==> src/rtl/svp_pkg.sv <==
`timescale 1ns/1ps
package svp_pkg;
    localparam int NCH = 2;

    typedef enum logic [1:0] {
        ST_IDLE  = 2'd0,
        ST_SCALE = 2'd1,
        ST_EMIT  = 2'd2
    } svp_state_e;
endpackage

==> src/rtl/svp_scaler.sv <==
`timescale 1ns/1ps
module svp_scaler #(
    parameter int SW = 24,
    parameter int VW = 8
) (
    input  logic signed [SW-1:0] smp_i,
    input  logic        [VW-1:0] code_i,
    output logic signed [SW-1:0] res_o
);
    localparam int GW = VW + 1;
    localparam int PW = SW + GW + 1;

    logic        [GW-1:0] gain;
    logic signed [PW-1:0] s_ext;
    logic signed [PW-1:0] g_ext;
    logic signed [PW-1:0] prod;
    logic signed [PW-1:0] bias;
    logic signed [PW-1:0] sum;

    always_comb begin
        // unity weight is 2**VW; each code step removes one part in 2**VW
        gain  = GW'(1 << VW) - {1'b0, code_i};
        s_ext = PW'(smp_i);
        g_ext = PW'(gain);
        prod  = s_ext * g_ext;
        // negative products are biased so the arithmetic shift truncates toward zero
        bias  = prod[PW-1] ? PW'((1 << VW) - 1) : '0;
        sum   = prod + bias;
        res_o = SW'(sum >>> VW);
    end
endmodule

==> src/rtl/svp_peak.sv <==
`timescale 1ns/1ps
module svp_peak #(
    parameter int SW = 24
) (
    input  logic                 clk,
    input  logic                 rst_n,
    input  logic                 upd_i,
    input  logic signed [SW-1:0] smp_i,
    input  logic                 rd_i,
    output logic        [SW-2:0] pk_o
);
    localparam logic [SW-1:0] MOST_NEG = {1'b1, {(SW-1){1'b0}}};

    logic [SW-2:0] mag;
    logic [SW-2:0] pk_q;

    always_comb begin
        if (smp_i == MOST_NEG) begin
            mag = '1;
        end else if (smp_i[SW-1]) begin
            mag = (SW-1)'(-smp_i);
        end else begin
            mag = smp_i[SW-2:0];
        end
    end

    always_ff @(posedge clk) begin
        if (!rst_n) begin
            pk_q <= '0;
        end else if (rd_i && upd_i) begin
            pk_q <= mag;
        end else if (rd_i) begin
            pk_q <= '0;
        end else if (upd_i && (mag > pk_q)) begin
            pk_q <= mag;
        end
    end

    assign pk_o = pk_q;
endmodule

==> src/rtl/svp_ctrl.sv <==
`timescale 1ns/1ps
module svp_ctrl
    import svp_pkg::*;
(
    input  logic       clk,
    input  logic       rst_n,
    input  logic       strobe_i,
    output logic       cap_o,
    output logic       res_o,
    output logic       emit_o,
    output svp_state_e state_o
);
    svp_state_e state_q;
    svp_state_e state_d;

    always_ff @(posedge clk) begin
        if (!rst_n) begin
            state_q <= ST_IDLE;
        end else begin
            state_q <= state_d;
        end
    end

    always_comb begin
        state_d = state_q;
        cap_o   = 1'b0;
        res_o   = 1'b0;
        emit_o  = 1'b0;
        unique case (state_q)
            ST_IDLE: begin
                if (strobe_i) begin
                    cap_o   = 1'b1;
                    state_d = ST_SCALE;
                end
            end
            ST_SCALE: begin
                res_o   = 1'b1;
                state_d = ST_EMIT;
            end
            ST_EMIT: begin
                emit_o  = 1'b1;
                state_d = ST_IDLE;
            end
            default: begin
                state_d = ST_IDLE;
            end
        endcase
    end

    assign state_o = state_q;
endmodule

==> src/rtl/stereo_vol_peak.sv <==
`timescale 1ns/1ps
module stereo_vol_peak
    import svp_pkg::*;
#(
    parameter int SAMPLE_W = 24,
    parameter int VOL_W    = 8
) (
    input  logic                clk,
    input  logic                rst_n,
    input  logic                smp_valid,
    input  logic [SAMPLE_W-1:0] smp_left,
    input  logic [SAMPLE_W-1:0] smp_right,
    input  logic                vol_wr,
    input  logic                vol_ch,
    input  logic [VOL_W-1:0]    vol_code,
    output logic                out_valid,
    output logic [SAMPLE_W-1:0] out_left,
    output logic [SAMPLE_W-1:0] out_right,
    input  logic                pk_rd_left,
    input  logic                pk_rd_right,
    output logic [SAMPLE_W-2:0] pk_left,
    output logic [SAMPLE_W-2:0] pk_right
);
    logic       cap_en;
    logic       res_en;
    logic       emit;
    svp_state_e fsm_state;

    logic signed [SAMPLE_W-1:0] smp_in   [NCH];
    logic                       rd_in    [NCH];
    logic signed [SAMPLE_W-1:0] smp_q    [NCH];
    logic        [VOL_W-1:0]    vol_pend [NCH];
    logic        [VOL_W-1:0]    vol_act  [NCH];
    logic signed [SAMPLE_W-1:0] scaled   [NCH];
    logic signed [SAMPLE_W-1:0] scaled_q [NCH];
    logic        [SAMPLE_W-2:0] pk       [NCH];

    assign smp_in[0] = smp_left;
    assign smp_in[1] = smp_right;
    assign rd_in[0]  = pk_rd_left;
    assign rd_in[1]  = pk_rd_right;

    svp_ctrl u_ctrl (
        .clk      (clk),
        .rst_n    (rst_n),
        .strobe_i (smp_valid),
        .cap_o    (cap_en),
        .res_o    (res_en),
        .emit_o   (emit),
        .state_o  (fsm_state)
    );

    for (genvar c = 0; c < NCH; c++) begin : g_ch
        // pending code: written any time, sampled only when a strobe is accepted
        always_ff @(posedge clk) begin
            if (!rst_n) begin
                vol_pend[c] <= '0;
            end else if (vol_wr && (vol_ch == 1'(c))) begin
                vol_pend[c] <= vol_code;
            end
        end

        always_ff @(posedge clk) begin
            if (!rst_n) begin
                smp_q[c]   <= '0;
                vol_act[c] <= '0;
            end else if (cap_en) begin
                smp_q[c]   <= smp_in[c];
                vol_act[c] <= vol_pend[c];
            end
        end

        svp_scaler #(
            .SW (SAMPLE_W),
            .VW (VOL_W)
        ) u_scale (
            .smp_i  (smp_q[c]),
            .code_i (vol_act[c]),
            .res_o  (scaled[c])
        );

        always_ff @(posedge clk) begin
            if (!rst_n) begin
                scaled_q[c] <= '0;
            end else if (res_en) begin
                scaled_q[c] <= scaled[c];
            end
        end

        svp_peak #(
            .SW (SAMPLE_W)
        ) u_peak (
            .clk   (clk),
            .rst_n (rst_n),
            .upd_i (emit),
            .smp_i (scaled_q[c]),
            .rd_i  (rd_in[c]),
            .pk_o  (pk[c])
        );
    end

    assign out_valid = emit;
    assign out_left  = scaled_q[0];
    assign out_right = scaled_q[1];
    assign pk_left   = pk[0];
    assign pk_right  = pk[1];
endmodule

==> config.mk <==
export PLATFORM = sky130hd
export DESIGN_NAME = stereo_vol_peak
export DESIGN_NICKNAME = d
export VERILOG_FILES = /design/src/rtl/svp_pkg.sv /design/src/rtl/svp_scaler.sv /design/src/rtl/svp_peak.sv /design/src/rtl/svp_ctrl.sv /design/src/rtl/stereo_vol_peak.sv
export SDC_FILE = /design/constraint.sdc
export NUM_CORES = 1
export LEC_CHECK = 0
export BUFFER_PORTS_ARGS = -buffer_cell sky130_fd_sc_hd__buf_2
export CORE_MARGIN = 10
export CORE_UTILIZATION = 60
export DETAILED_ROUTE_END_ITERATION = 16
export PLACE_DENSITY = 0.89
export SYNTH_ARGS = -nofsm -noshare
export SYNTH_HDL_FRONTEND = slang
export SYNTH_SLANG_ARGS = --single-unit
==> constraint.sdc <==
create_clock -name clk -period 15.6 [get_ports clk]
set_input_delay 0 -clock clk [delete_from_list [all_inputs] [get_ports clk]]
set_output_delay 0 -clock clk [all_outputs]
set_load 0.1 [all_outputs]
== Word-level counts from Yosys, hierarchy flattened ==
Memory sizes are Yosys's and may differ from the RTL's.
Index checks and enable logic that the tools add are counted.

* Bits of input ports: 63
* Memories: 4
* Memory bits (writable): 128
* Output and inout bits: 95
* Word-level logic and storage cells: 79
* Flip-flop bits (word level): 48

* Mux-type cells: 39
* Magnitude comparators: 2
* Add/sub/neg operators: 6
* Equal/unequal tests: 5
* Reductions and logical operators: 9
* Bitwise logic cells: 9
* Multipliers: 2

{| class="wikitable"
|+ Memories
! memory !! depth !! width !! rd ports !! clocked after memory_dff !! write ports !! line !! RTL
|-
| scaled_q || 2 || 24 || 2 || 0 || 2 || stereo_vol_peak.sv:35 || <nowiki>logic signed [SAMPLE_W-1:0] scaled_q [NCH];</nowiki>
|-
| smp_q || 2 || 24 || 2 || 0 || 2 || stereo_vol_peak.sv:31 || <nowiki>logic signed [SAMPLE_W-1:0] smp_q [NCH];</nowiki>
|-
| vol_act || 2 || 8 || 2 || 0 || 2 || stereo_vol_peak.sv:33 || <nowiki>logic [VOL_W-1:0] vol_act [NCH];</nowiki>
|-
| vol_pend || 2 || 8 || 2 || 0 || 2 || stereo_vol_peak.sv:32 || <nowiki>logic [VOL_W-1:0] vol_pend [NCH];</nowiki>
|}

{| class="wikitable"
|+ Operators by type and width
! kind !! count
|-
| 23-bit two-way mux || 10
|-
| 24-bit two-way mux || 4
|-
| 24-bit by 10-bit multiplier with 34-bit output || 2
|-
| 32-bit adder || 2
|-
| 24-bit equality test (second input constant) || 2
|-
| 8-bit two-way mux || 6
|-
| 23-bit greater-than comparator || 2
|-
| 23-bit negator || 2
|-
| 9-bit by 8-bit subtractor with 9-bit output (first input constant) || 2
|-
| 1-bit two-way mux || 17
|-
| 1-bit bitwise OR || 8
|-
| 1-bit logical AND || 6
|-
| 3-bit nonzero test || 2
|-
| 2-bit one-hot mux with 2 select lines || 1
|-
| 2-bit by 1-bit equality test with 1-bit output (second input constant) || 1
|-
| 2-bit equality test (second input constant) || 1
|-
| 2-bit logical NOT || 1
|-
| 2-bit two-way mux || 1
|-
| 2-bit inequality test (second input constant) || 1
|-
| 1-bit inverter || 1
|}

== Depth between registers and ports, before layout ==
Gate-level depths: netlist of run 1.
An unclocked memory read counts as a cell.

* Word-level depth: 9
* Mapped depth: 30
* Mapped depth without buffers: 26

== Cells and area by module ==
A second synthesis of run 1 with hierarchy kept.

* Cell total of the unflattened synthesis: 2857
* Area total of the unflattened synthesis: 26061.2 um^2

{| class="wikitable"
|+ By module, submodules not included
! module !! sequential area each (um^2) !! cells each !! instances !! area an instance (um^2)
|-
| svp_scaler at g_ch[1].u_scale || 0.0 || 997 || 1 || 8426.8
|-
| svp_scaler at g_ch[0].u_scale || 0.0 || 988 || 1 || 8381.8
|-
| stereo_vol_peak || 3843.7 || 299 || 1 || 4835.9
|-
| svp_peak || 460.4 || 283 || 2 || 2164.6
|-
| svp_ctrl || 40.0 || 7 || 1 || 87.6
|}

== Worst setup path after synthesis of run 1 ==
OpenSTA, ideal clock, no wires.

* Kind: reg-to-reg
* Start point: mem vol_act[1][0]
* End point: mem scaled_q[1][21], data pin
* Clock period less this slack: 7971 ps
* Slack: 7629 ps
* Library setup time: 254 ps
* Arrival: 7717 ps
* Cell stages (with the launch flop): 29
* Buffers on the path: 5
* Data required time: 15346 ps
* Cells stage by stage: edfxtp_1 clkbuf_1 clkbuf_1 inv_1 ha_1 xnor2_1 clkbuf_1 nand2_1 fa_1 inv_1 fa_1 fa_1 fa_1 inv_1 fa_1 inv_1 ha_1 clkbuf_1 a211o_1 a2111oi_2 nor2_1 nor4b_1 nor4b_1 or4b_2 nor4_2 and4_1 clkbuf_1 a21oi_1 o21a_1

{| class="wikitable"
|+ RTL lines
! what !! line
|-
| start, declared || stereo_vol_peak.sv:33
|-
| end, declared || stereo_vol_peak.sv:35
|}

==> results.py, run 1 <==
metrics = {
    "route": {
        "via_count": 20300,
        "firstDrtPassIters": 6,
        "wl_um": 62600,
        "drtIter0Drc": 1698,
        "wl_per_cell_um": 17.7,
        "ant_nets": 0,
        "via_per_inst": 5.74,
        "drc_errors": 0,
    },
    "synth": {
        "avgSynthCellArea_um2": 9.04,
        "synth_xor_area_share_pct": 4.84,
        "synth_nets": 3455,
        "synth-compound-area-share_pct": 8.65,
        "synthMuxAreaShare_pct": 1.49,
        "ys_seq_elements": 176,
        "synth_seq_area_share_pct": 18.7,
        "synth_top_cell_by_area": "fa_1",
        "synth_top_family_by_area": "adder cells",
        "synth-simple-area-share_pct": 20.4,
        "synth_enable_flop_cells": 128,
        "ys_warn_count": 0,
        "syn-cell-area_um2": 25700,
        "synthAdderAreaFrac_pct": 37.3,
        "ys_async_sr_fraction_pct": 0,
        "yosysUniqueCellTypes": 80,
        "synth_cells": 2840,
        "synth_flop_cell": "edfxtp_1",
        "synth_top_area_share_pct": 27.8,
        "synthTopCellsByArea": "fa_1, edfxtp_1, ha_1",
    },
    "global_route": {
        "grt_max_degree": 66,
        "antenna_found_initial": 0,
        "grt_overflow_total": 0,
        "grt_pass1_vias": 21400,
        "track_usage_pct": 25.2,
        "grt_pass1_wl_um": 104000,
    },
    "layout": {
        "num-fill-cells": 3110,
        "synthToLayoutAreaGrowth_pct": 9.40,
        "drive_gt1_share_pct": 8.27,
        "multi_input_area_um2": 18800,
        "final_common_cell": "inv_1",
        "antenna_cells": 0,
        "final-seq-area_um2": 4800,
        "nets": 3599,
        "final_cell_mix": "inv_1, nand2_1, fa_1",
    },
    "floorplanning": {
        "die_w_um": 227,
        "dieArea_um2": 51500,
        "std_cell_rows": 75,
        "pin_count": 158,
        "die_h_um": 227,
        "core_region_area_um2": 42100,
        "initial_core_util_pct": 61.0,
    },
    "clock_network": {
        "ctsRootBufferMaster": "clkbuf_16",
        "cts_tree": "done",
        "postCtsSetupRepairBufs": 0,
        "clockBufferDepth": 2,
        "clkSlewWorstSetupHoldPaths_ps": 80,
        "post_cts_resized": 0,
        "ctsHoldBuffers": 57,
        "htreeDepth": 4,
        "cts_buffers": 17,
        "clk_latency_ps": 500,
        "clock_sinks": 176,
    },
    "sta": {
        "period_minus_slack_ps": 9360,
        "fin_crit_sh_pct": 60.0,
        "max_clock_freq_ghz": 0.107,
        "drv_slew": 0,
        "rsz0062_at_grt": "no",
        "tightest_slew_ps": 1320,
        "hold_viol_final": 0,
        "skew_ps": 15.9,
        "slew_headroom_pct": 11.6,
        "finalSetupTns_ps": 0,
        "setup_violations": 0,
    },
    "place": {
        "io_buffers": 157,
        "hpwlAfterDp_um": 49100,
        "gp_congestion": 0.928,
    },
    "run_status": {
        "status": "finished, final reports clean",
    },
    "worst_setup_path": {
        "crit_path_max_incr_delay_ps": 920,
        "crit_fanout": 26,
        "crit_type": "flip-flop to flip-flop",
        "cpMostUsedCell": "fa_1",
        "cp_num_buf_inv": 4,
        "crit_chain": "inv_1 > ha_1 > nand2_1 > xor2_2 > nand2_1 > fa_1 > inv_1 > fa_1 > fa_1 > inv_1 > fa_1 > inv_1 > fa_1 > ha_1 > and4_1 > nand4_1 > a2bb2oi_1 > nand3_1 > or4b_4 > a2111o_1 > or4_1 > nor4b_4 > and4b_1 > mux2i_1",
        "crit_path_end_kind": "flip-flop",
        "cp_top_family": "adder cells",
        "critPathSlowestCell": "edfxtp_1",
        "worstPathRequired_ps": 15940,
        "worstPathArrival_ps": 9700,
        "start_kind": "flip-flop",
    },
    "hold_path": {
        "hp-class": "primary input to flip-flop",
    },
    "run": {
        "max-cap-violations": 0,
    },
}
[flip-flops by register name, summed over array words and instances (netlist names)]
register	count
vol_act	16
scaled_q	48
u_ctrl.state_o	2
smp_q	48
g_ch.u_peak.pk_o	46
vol_pend	16
[final cells by class]
class / count / share of cell area (%)
clock inverter: 15 / 0.619
clock buffer: 17 / 1.51
multi-input combinational: 2084 / 66.8
inverter: 479 / 6.40
tap: 539 / 2.40
timing repair buffer: 226 / 5.15
sequential: 176 / 17.1
[worst paths after layout]
path         cells after the start                     from  slack [ps]                       to
min                              3                   vol_ch          30           vol_pend[0][4]
max                             24            vol_act[0][0]        6240          scaled_q[0][21]
max reg2reg                     24            vol_act[0][0]        6240          scaled_q[0][21]
min reg2reg                      2  g_ch[0].u_peak.pk_o[17]         470  g_ch[0].u_peak.pk_o[17]
[synth_stat cells (16+ instances only)]
| master | count |
|---|---|
| a21o_1 | 33 |
| a21oi_1 | 86 |
| a311oi_1 | 17 |
| and2_1 | 321 |
| and3_1 | 16 |
| clkbuf_1 | 81 |
| dfxtp_1 | 48 |
| edfxtp_1 | 128 |
| fa_1 | 356 |
| ha_1 | 196 |
| inv_1 | 479 |
| mux2i_1 | 37 |
| nand2_1 | 376 |
| nand3_1 | 35 |
| nand4_1 | 23 |
| nor2_1 | 113 |
| nor3_1 | 29 |
| o21a_1 | 27 |
| o21ai_0 | 62 |
| o31ai_1 | 18 |
| xnor2_1 | 74 |
| xor2_1 | 68 |
[per-stage QoR]
stage / hold WS (ps) / utilization, % / cells / setup slack, ps / instance area (um^2)
floorplan: 198 / - / 2840 / 7630 / 25700
global placement: 276 / 63.9 / 3447 / 6690 / 26900
detailed placement: 279 / 63.9 / 3447 / 6320 / 26900
CTS: 2.89 / 66.7 / 3536 / 6290 / 28100
global route: 63.4 / 66.7 / 3536 / 5740 / 28100
finish: 31.5 / 66.7 / 3536 / 6240 / 28100
[worst min-delay path, cell delays in order]
cell and delay, ps:
buf_2 110, nor2_1 90, and2_1 160
[kinds of logic (layout without fill, tap and decap cells)]
group,after synthesis,count (layout)
xor+xnor,142,142
mux,38,38
simple gates,1023,1023
fa+ha+maj,552,552
compound gates,329,329
flops,176,176
buf+inv,580,737
[routing by layer]
| metal | global-route usage [%] | share of wire (%) |
|---|---|---|
| met1 | 32.2 | 42 |
| met2 | 42.2 | 48 |
| met4 | 8.20 | 2.1 |
| met3 | 5.01 | 8.4 |
| met5 | 0 | 0 |
Power of run 1 is not shown: default switching activity piles up to over one toggle a cycle in this logic, so the estimate is an artifact.
==> run 2: changes to the inputs <==
- ABC_AREA: default -> 1
- clock period: 15.6 -> 9.49 ns (I/O delays scaled with it)
==> run 2 against run 1 <==
Against the previous run:
- register-to-register slack worse by 4800 ps
- global-route usage is 1.3 points higher
- worst hold slack better by 19 ps
- via count increased by 19%
- design area rose by 4.9%
- cell count up 26%
- worst setup slack got worse by 4800 ps
- clock skew rose by 3.7 ps
- area after synthesis rose by 5.0%
- first-iteration DRC count up 24%
- synthesized cell count increased by 29%
- highest routed layer unchanged
==> results.py, run 2 <==
metrics = {
    "synth": {
        "synth_flop_cell": "edfxtp_1",
        "avgSynthCellArea_um2": 7.35,
        "ys_async_sr_fraction_pct": 0,
        "synth_top_area_share_pct": 26.4,
        "yosysMostFrequentCell": "inv_1",
        "synthTopCellsByCount": "inv_1, nand2_1, nor2_1, fa_1, ha_1",
        "synth_enable_flop_cells": 128,
        "ys_seq_elements": 176,
        "synth_nets": 4286,
        "syn-cell-area_um2": 27000,
        "synth_top_cell_by_area": "fa_1",
        "yosysUniqueCellTypes": 51,
        "ys_warn_count": 0,
        "synth_seq_area_share_pct": 17.8,
        "synth_cells": 3671,
        "synthTopCellsByArea": "fa_1, edfxtp_1, inv_1",
    },
    "floorplanning": {
        "pin_count": 158,
        "core_region_area_um2": 44300,
        "dieArea_um2": 53800,
        "std_cell_rows": 77,
        "die_h_um": 232,
        "die_w_um": 232,
        "initial_core_util_pct": 60.9,
    },
    "worst_setup_path": {
        "worstPathRequired_ps": 9760,
        "crit_path_end_kind": "flip-flop",
        "crit_type": "flip-flop to flip-flop",
        "crit_path_max_incr_delay_ps": 550,
        "worstPathArrival_ps": 8310,
        "crit_fanout": 25,
        "start_kind": "flip-flop",
        "critPathSlowestCell": "fa_1",
    },
    "layout": {
        "num-fill-cells": 3633,
        "final_cell_mix": "inv_1, nand2_1, nor2_1",
        "drive_gt1_share_pct": 7.81,
        "antenna_cells": 0,
        "synthToLayoutAreaGrowth_pct": 9.23,
        "nets": 4455,
        "final_common_cell": "inv_1",
    },
    "sta": {
        "max_clock_freq_ghz": 0.124,
        "drv_slew": 0,
        "slew_headroom_pct": 27.0,
        "period_minus_slack_ps": 8040,
        "hold_viol_final": 0,
        "fin_crit_sh_pct": 84.7,
        "rsz0062_at_grt": "no",
        "skew_ps": 19.6,
        "finalSetupTns_ps": 0,
        "tightest_slew_ps": 1080,
        "setup_violations": 0,
    },
    "global_route": {
        "track_usage_pct": 26.5,
        "grt_overflow_total": 0,
        "grt_pass1_vias": 24500,
        "grt_max_degree": 65,
        "antenna_found_initial": 0,
        "grt_pass1_wl_um": 117000,
    },
    "route": {
        "drc_errors": 0,
        "firstDrtPassIters": 6,
        "via_count": 24100,
        "via_per_inst": 5.42,
        "wl_per_cell_um": 15.6,
        "wl_um": 69400,
        "drtIter0Drc": 2108,
        "ant_nets": 0,
    },
    "clock_network": {
        "clk_latency_ps": 500,
        "cts_buffers": 17,
        "cts_tree": "done",
        "post_cts_resized": 0,
        "clock_sinks": 176,
        "ctsRootBufferMaster": "clkbuf_16",
        "clockBufferDepth": 2,
        "htreeDepth": 4,
        "clkSlewWorstSetupHoldPaths_ps": 90,
    },
    "run_status": {
        "status": "finished, final reports clean",
    },
    "place": {
        "io_buffers": 157,
        "gp_congestion": 0.995,
        "hpwlAfterDp_um": 56400,
    },
    "run": {
        "max-cap-violations": 0,
    },
    "hold_path": {
        "hp-class": "primary input to flip-flop",
    },
}
run 2: changes by cell type in the layout (fill, tap and decap cells not counted), moves of 44 or more:
| cell | before | now |
|---|---|---|
| a21oi_1 | 86 | 144 |
| nor2_1 | 112 | 554 |
| nand2_1 | 375 | 786 |
| nand3_1 | 35 | 124 |
| xnor2_1 | 69 | 19 |
| inv_1 | 479 | 853 |
| o21ai_0 | 61 | 105 |
| and2_1 | 321 | 1 |
run 2: cells by family (layout without fill, tap and decap cells):
| family | Yosys count | in the layout | share of synthesized area, % |
|---|---|---|---|
| and+or+nand+nor | 1647 | 1647 | 25.5 |
| buffers and inverters | 937 | 1119 | 13.1 |
| adders and majority gates | 552 | 552 | 35.5 |
| AOI/OAI and AO/OA | 300 | 300 | 6.01 |
| DFF | 176 | 176 | 17.8 |
| xor gates and xnor gates | 59 | 59 | 2.08 |
run 2: routing by layer:
layer | share of wire, % | track usage [%] | routed length [um] | up-vias
li1 | - | - | - | 11400
met1 | 41 | 33.6 | 28500 | 11400
met2 | 47 | 45.1 | 32900 | 1138
met3 | 9.1 | 5.51 | 6340 | 147
met4 | 2.4 | 7.72 | 1690 | 0
met5 | 0 | 0 | 0 | -
run 2: worst paths after layout:
path / startpoint / end / slack [ps] / cells after the start
max: vol_act[1][0] / scaled_q[1][18] / 1450 / 33
min reg2reg: g_ch[1].u_peak.pk_o[1] / g_ch[1].u_peak.pk_o[1] / 470 / 2
max reg2reg: vol_act[1][0] / scaled_q[1][18] / 1450 / 33
min: vol_wr / vol_pend[0][0] / 50 / 3
run 2: per-stage QoR:
stage	setup WS [ps]	util (%)	area (um^2)	instances	hold slack [ps]
detailed placement	1640	63.8	28300	4355	300
floorplan	2820	-	27000	3671	138
finish	1450	66.5	29500	4445	50.9
global route	990	66.5	29500	4445	76.4
global placement	1850	63.8	28300	4355	294
CTS	1550	66.5	29500	4445	29.6
run 2: area by class of cell:
type	instances	area [um^2]	share of cell area (%)
clock buffer	17	425	1.44
inverter	865	3250	11.0
tap	592	741	2.51
multi-input combinational	2558	18700	63.3
timing repair buffer	222	1420	4.81
clock inverter	15	166	0.565
sequential	176	4800	16.3
run 2: repair_timing:
action	4_1_cts	5_1_grt
buffers inserted	0	0
hold endpoints to repair	68	0
setup endpoints to repair	0	0
hold buffers	58	0
run 2: worst max-delay path: cells and delay by family (launching register included):
kind / cells / cell delay (ps)
DFF: 1 / 360
AOI/OAI and AO/OA: 3 / 610
xor gates and xnor gates: 1 / 230
adders and majority gates: 7 / 3130
and+or+nand+nor: 14 / 2380
buffers and inverters: 8 / 1110
Power of run 2 is left out for the same reason.
